`config.mk`:
```
export PLATFORM = sky130hd
export DESIGN_NAME = exe_reserve_tracker
export DESIGN_NICKNAME = d
export VERILOG_FILES = /design/src/rtl/rt_pkg.sv /design/src/rtl/rt_pattern.sv /design/src/rtl/rt_stage_lane.sv /design/src/rtl/exe_reserve_tracker.sv
export SDC_FILE = /design/constraint.sdc
export NUM_CORES = 1
export LEC_CHECK = 0
export ABC_AREA = 0
export BUFFER_PORTS_ARGS = -buffer_cell sky130_fd_sc_hd__buf_2
export CORE_MARGIN = 5
export CORE_UTILIZATION = 58
export DETAILED_ROUTE_END_ITERATION = 6
export GPL_TIMING_DRIVEN = 0
export PLACE_DENSITY = 0.84
export SKIP_CTS_REPAIR_TIMING = 1
export SYNTH_ARGS = -nofsm -noshare
export SYNTH_HDL_FRONTEND = slang
export SYNTH_SLANG_ARGS = --single-unit
```
`constraint.sdc`:
```
create_clock -name clk -period 4.7 [get_ports clk]
set_input_delay 0.705 -clock clk [delete_from_list [all_inputs] [get_ports clk]]
set_output_delay 0.705 -clock clk [all_outputs]
set_load 0.02 [all_outputs]
```
`src/rtl/rt_pkg.sv`:
```
package rt_pkg;
    localparam int NUM_STAGES = 8;
    localparam int CLASS_W    = 4;

    // stage indices: the order is the stage_busy bit order
    localparam int ST_E1  = 0;
    localparam int ST_E2  = 1;
    localparam int ST_E3  = 2;
    localparam int ST_EWB = 3;
    localparam int ST_LA  = 4;
    localparam int ST_DC1 = 5;
    localparam int ST_DC2 = 6;
    localparam int ST_LWB = 7;

    typedef enum logic [CLASS_W-1:0] {
        CLS_NONE      = 4'd0,
        CLS_ALU       = 4'd1,
        CLS_ALU_RSH   = 4'd2,
        CLS_MUL32     = 4'd3,
        CLS_MUL16     = 4'd4,
        CLS_MUL_LONG  = 4'd5,
        CLS_MAC16_64  = 4'd6,
        CLS_MEM_ONE   = 4'd7,
        CLS_MEM_MULTI = 4'd8
    } op_class_e;
endpackage

```
`src/rtl/rt_pattern.sv`:
```
module rt_pattern
    import rt_pkg::*;
#(
    parameter int HORIZON = 8
) (
    input  logic [CLASS_W-1:0]                   op_class,
    output logic [NUM_STAGES-1:0][HORIZON-1:0]   pat
);
    int  e1_len;
    int  wb_len;
    int  dc1_len;
    logic is_mem;

    always_comb begin
        e1_len  = 0;
        wb_len  = 0;
        dc1_len = 0;
        is_mem  = 1'b0;
        pat     = '0;
        case (op_class)
            CLS_ALU, CLS_MUL16:      begin e1_len = 1; wb_len = 1; end
            CLS_ALU_RSH, CLS_MUL32:  begin e1_len = 2; wb_len = 1; end
            CLS_MUL_LONG:            begin e1_len = 3; wb_len = 2; end
            CLS_MAC16_64:            begin e1_len = 2; wb_len = 2; end
            CLS_MEM_ONE:             begin is_mem = 1'b1; dc1_len = 1; end
            CLS_MEM_MULTI:           begin is_mem = 1'b1; dc1_len = 2; end
            default:                 ;
        endcase
        for (int k = 0; k < HORIZON; k++) begin
            if (e1_len != 0) begin
                pat[ST_E1][k]  = (k < e1_len);
                pat[ST_E2][k]  = (k == e1_len);
                pat[ST_E3][k]  = (k == e1_len + 1);
                pat[ST_EWB][k] = (k >= e1_len + 2) && (k < e1_len + 2 + wb_len);
            end
            if (is_mem) begin
                pat[ST_E1][k]  = (k == 0);
                pat[ST_LA][k]  = (k == 0);
                pat[ST_DC1][k] = (k >= 1) && (k <= dc1_len);
                pat[ST_DC2][k] = (k == dc1_len + 1);
                pat[ST_LWB][k] = (k == dc1_len + 2);
            end
        end
    end
endmodule

```
`src/rtl/rt_stage_lane.sv`:
```
module rt_stage_lane #(
    parameter int HORIZON = 8
) (
    input  logic [HORIZON-1:0] occ,
    input  logic [HORIZON-1:0] need,
    output logic               clash,
    output logic [HORIZON-1:0] aged
);
    // aged[k] is the booking for k cycles after the next edge
    always_comb begin
        aged  = occ >> 1;
        clash = |(need & aged);
    end
endmodule

```
`src/rtl/exe_reserve_tracker.sv`:
```
module exe_reserve_tracker
    import rt_pkg::*;
#(
    parameter int HORIZON = 8   // must cover the longest pattern (7 cycles)
) (
    input  logic                  clk,
    input  logic                  rst,
    input  logic                  req,
    input  logic [CLASS_W-1:0]    op_class,
    output logic                  stall,
    output logic [NUM_STAGES-1:0] stage_busy
);
    typedef struct packed {
        logic [NUM_STAGES-1:0][HORIZON-1:0] occ;
    } trk_state_t;

    trk_state_t state_d, state_q;

    logic [NUM_STAGES-1:0][HORIZON-1:0] need;
    logic [NUM_STAGES-1:0][HORIZON-1:0] aged;
    logic [NUM_STAGES-1:0]              clash;
    logic                               commit;

    rt_pattern #(.HORIZON(HORIZON)) i_pattern (
        .op_class (op_class),
        .pat      (need)
    );

    for (genvar s = 0; s < NUM_STAGES; s++) begin : g_lane
        rt_stage_lane #(.HORIZON(HORIZON)) i_lane (
            .occ   (state_q.occ[s]),
            .need  (need[s]),
            .clash (clash[s]),
            .aged  (aged[s])
        );
    end

    always_comb begin
        state_d = state_q;
        stall   = req & (|clash);
        commit  = req & ~(|clash);
        for (int s = 0; s < NUM_STAGES; s++) begin
            state_d.occ[s] = aged[s] | (commit ? need[s] : '0);
            stage_busy[s]  = state_q.occ[s][0];
        end
    end

    always_ff @(posedge clk) begin
        if (rst) state_q <= '0;
        else     state_q <= state_d;
    end
endmodule

```
* After elaboration in Yosys (flattened, before gate mapping)
Cells that the tools add are included.
** Cells by class
- Add/subtract/negate cells :: 5
- $lt $le $gt $ge :: 31
- Eq/ne operators :: 36
- Mux-type cells :: 76
- Bitwise operators :: 19
- Reductions and logical operators :: 19
** Operator list (number)
- equality test 4 x 32 -> 1 bit (first input constant) :: 12
- equality test 3 x 32 -> 1 bit (first input constant) :: 6
- >= comparator 4 x 32 -> 1 bit (first input constant) :: 4
- zero test 32 bit :: 4
- less-than comparator 4 x 32 -> 1 bit (first input constant) :: 4
- equality test 2 x 32 -> 1 bit (first input constant) :: 3
- two-way mux 1 bit :: 66
- >= comparator 3 x 32 -> 1 bit (first input constant) :: 2
- less-than comparator 3 x 32 -> 1 bit (first input constant) :: 2
- OR reduction 64 bit :: 1
- AND 8 x 7 -> 8 bit :: 7
- two-way mux 8 bit :: 7
- bitwise OR 7 x 8 -> 8 bit :: 7
- adder 32 x 3 -> 32 bit :: 1
- >= comparator 1 x 32 -> 1 bit (first input constant) :: 1
- >= comparator 2 x 32 -> 1 bit (first input constant) :: 1
- less-than comparator 1 x 32 -> 1 bit (first input constant) :: 1
- less-than comparator 2 x 32 -> 1 bit (first input constant) :: 1
- nonzero test 32 bit :: 1
- equality test 4 x 3 -> 1 bit (second input constant) :: 4
- equality test 3 x 2 -> 1 bit (first input constant) :: 4
- less-or-equal comparator 3 x 2 -> 1 bit (first input constant) :: 4
- less-than comparator 3 x 2 -> 1 bit (first input constant) :: 4
- equality test 4 x 2 -> 1 bit (second input constant) :: 2
- 20 further kinds :: 37
** Word-level totals
- Register bits after elaboration :: 64
- Input bits :: 7

* Depth between registers and ports, before layout
- Depth in word-level cells :: 14
- Gate-level depth with buffers :: 14

* Modules after synthesis
Synthesis repeated with hierarchy kept, for this count alone.
** Unflattened totals
- Cells, all modules :: 507
- Area, all modules :: 4729.5 um^2
** By module, submodules not included
- exe_reserve_tracker :: instances 1, cells an instance 302, area each 3223.1 um^2, sequential area each 1281.2 um^2
- rt_pattern :: instances 1, cells an instance 101, area each 755.7 um^2, sequential area each 0.0 um^2
- rt_stage_lane :: instances 8, cells an instance 13, area each 93.8 um^2, sequential area each 0.0 um^2

* Least setup slack after synthesis
Ideal clock, no wire load.
- Kind :: input to output
- Start :: in op_class[1]
- End :: out stall
- Arrival :: 3381 ps
- Data required time :: 3995 ps
- Path slack :: 614 ps
- Stages :: 11
- Path through :: buf_6 > buf_2 > or3_2 > nand2_1 > nor2_1 > ha_1 > fa_1 > nor2_1 > a2111oi_0 > o31ai_1 > a41oi_1
** On the way
- Cells in the longest elaborated chain, start to end :: 11
** RTL lines
- start, declared :: RTL line exe_reserve_tracker.sv:9 : input logic [CLASS_W-1:0] op_class,
- equality test 4 x 2 -> 1 bit (tied with other cells) :: RTL line rt_pattern.sv:20 : case (op_class)
- OR reduction 3 bit (no source line) / OR reduction 2 bit (equally long branches)
- one-hot mux 2 bit (3 select lines) :: RTL line rt_pattern.sv:20
- adder 2 x 2 -> 3 bit :: RTL line rt_pattern.sv:34 : pat[ST_EWB][k] = (k >= e1_len + 2) && (k < e1_len + 2 + wb_len);
- adder 32 x 3 -> 32 bit :: RTL line rt_pattern.sv:34
- less-than comparator 1 x 32 -> 1 bit (tied with other cells) :: RTL line rt_pattern.sv:34
- logical AND 1 bit :: RTL line rt_pattern.sv:34
- two-way mux 1 bit :: RTL line rt_pattern.sv:30 : if (e1_len != 0) begin
- AND 8 x 7 -> 8 bit :: RTL line rt_stage_lane.sv:12 : clash = |(need & aged);
- OR reduction 64 bit (*) :: RTL line exe_reserve_tracker.sv:40 : stall = req & (|clash);
- AND 1 bit (*) :: RTL line exe_reserve_tracker.sv:40
- end, declared :: RTL line exe_reserve_tracker.sv:10 : output logic stall,
Mark *: on every way between the ends. The rest lies on a longest branch, timed or not.

* Worst setup path in the final report
- Start :: in op_class[2]
- End :: out stall
Same word-level chain as after synthesis.

==> impl_metrics.toml <==
[outcome]
outcome = "finished clean"

[die]
io_pins = 16
dieHeight_um = 67.9
die_area_sq_um = 4610
die_w_um = 67.9
core_sq_um = 3280
fp-row-count = 21
floorplan.initialDensity_pct = 59.2

[clock_network]
root_buffer = "clkbuf_4"
h-tree-depth = 2
cts.sinks = 44
cts_buffers = 5
cts.clk_slew.worst_paths_ns = 0.12
clockBufferDepth = 2
cts_tree = "done"
worst_skew_pair.late_latency_ns = 0.35

[setup_path]
arrival_ns = 3.67
crit_type = "primary input to output port"
cp_max_fo = 10
cp_cell_sequence = "buf_2 -> buf_6 -> or3_2 -> nand2_1 -> nor2_1 -> ha_1 -> fa_1 -> inv_1 -> a2111oi_0 -> o21ai_0 -> nand4_1 -> a21boi_0 -> a41oi_1 -> buf_2"
cp_slowest_cell = "or3_2"
cp_data_required_time_ns = 3.99
cp-start-kind = "primary input"
cpPeakStageDelay_ns = 0.51
path_common_cell = "buf_2"
end_kind = "output port"

[detailed_routing]
drc = 0
wl_um = 3590
drt_iter0_drc = 131
dr.pass1.iters = 4
ant_nets = 0
viasPerCell = 5.42
vias = 1409
routedWlPerCell_um = 13.8

[timing]
final-hold-violation-count = 0
hold-worst-slack_ns = 0.448
maxSlewHeadroom_pct = 54.3
setup-tns-final_ns = 0
fmax_mhz = 228
skew_ns = 0.00914
timing_max_transition_violations_final = 0
finalSetupViolations = 0
period_needed_ns = 4.38
rsz0062_at_grt = "no"
finalCritPeriodShare_pct = 93.1
worst_pin_slew_ns = 0.668

[finish]
n_antenna_cell = 0
syn_to_final_growth_pct = 11.1
stdcell_count = 260
final_core_util_pct = 65.8
fin_area_sq_um = 2160
nets = 225
drive_gt1_share_pct = 23.4

[logic_synthesis]
synthMostInstantiatedCell = "dfxtp_1"
synth_area_sq_um = 1950
synth.avg_cell_area_sq_um = 10.3
yosys.area.top_type = "dfxtp_1"
synthArstFlopShare_pct = 0
syn_inst = 189
ys_ff_latch = 44
synth_cell_types = 59
synth_warnings = 0
ys_top_cells_by_area = "dfxtp_1 (45%), nor2b_1 (6.1%), inv_1 (3.5%), buf_6 (2.3%), o22ai_1 (2.3%)"
yosysTopAreaCellShare_pct = 45.3
synth_edf_count = 0
ys_top_cells_by_count = "dfxtp_1 (44), nor2b_1 (19), inv_1 (18)"
ys_seq_area_share_pct = 45.3
synthFlopType = "dfxtp_1"

[power]
power.density_nw_per_um2 = 326
p_leak_uw = 0.000868
peakVddDrop_mv = 0.259

[placed_design]
portBuffers = 14
placed_area_sq_um = 2080
place_hpwl_um = 2680
numPlacedInstances = 252
gp_congestion = 0.859

[grt]
antenna_found_initial = 0
grt_pass1_vias = 1382
grt_overflow = 0
grt_start_max_net_pins = 14
grt_pass1_wl_um = 5950
grtUsageTotal_pct = 17.4

[worst_hold_path]
min_path_type = "flip-flop to flip-flop"

[job]
timing.max_cap.violations = 0
[metrics by stage]
step,setup WS (ns),total power [uW]
2_1_floorplan,0.614,465
3_3_place_gp,0.403,484
3_5_place_dp,0.333,487
4_1_cts,0.325,705
5_1_grt,0.0386,733
6_report,0.323,705
[final cells by class]
cell class	instances	area (sq um)
Sequential cell	44	881
Tap cell	46	57.6
Timing Repair Buffer	14	70.1
Clock buffer	6	41.3
Buffer	11	103
Fill cell	265	1120
Clock inverter	2	35.0
Multi-Input combinational cell	119	906
Inverter	18	67.6
[final timing paths]
kind,depth (start not counted),slack (ns),from,end
min reg2reg,1,0.45,state_q[49],stage_busy[6]
max reg2reg,7,2.45,state_q[19],state_q[27]
min,1,0.45,state_q[49],stage_busy[6]
max,14,0.32,op_class[2],stall
[sequential cells by signal, indices dropped and copies added (netlist names)]
signal and count:
state_q 36, stage_busy 8
[cell usage in the layout, fill, tap and decap left out, types with 2 or more instances in the layout]
cell and n:
clkbuf_8 3, nand2b_1 4, o21ai_0 2, nand3_1 2
a21oi_1 6, nand2_1 9, fa_1 2, dfxtp_1 44
conb_1 4, a2111oi_0 3, ha_1 3, a31oi_1 2
clkbuf_1 4, o22ai_1 7, nor3_1 4, nand3b_1 2
buf_2 15, or2_2 2, xor2_1 2, inv_1 18
o21ba_2 2, nor2_1 6, nor2b_1 19, buf_6 4
clkbuf_4 5, o31ai_1 4
[cell families after synthesis]
family	Yosys count	share of synthesized area, %
adders and majority gates	5	3.99
buffers and inverters	29	8.75
and+or+nand+nor	65	22.2
other	1	0.193
xor gates and xnor gates	3	1.35
DFF	44	45.3
AOI/OAI and AO/OA	42	18.3
[per-layer routing]
metal / GRT usage, % / wire length [um]
met1: 20.9 / 1670
met2: 29.5 / 1770
met3: 4.27 / 128
met4: 6.95 / 32
met5: 0 / 0
[critical path: cells and delay by family]
family / cells / cell delay, ns
fa+ha+maj: 2 / 0.67
buf+inv: 4 / 0.61
simple gates: 4 / 0.93
compound gates: 4 / 0.76
[report_power, final]
group          total [uW]  switching (uW)  internal [uW]
combinational        91.1            52.8           38.3
sequential            388            3.78            384
clock                 226             114            112
total                 705             171            534
Note: power is estimated with default switching activity, not from simulation.
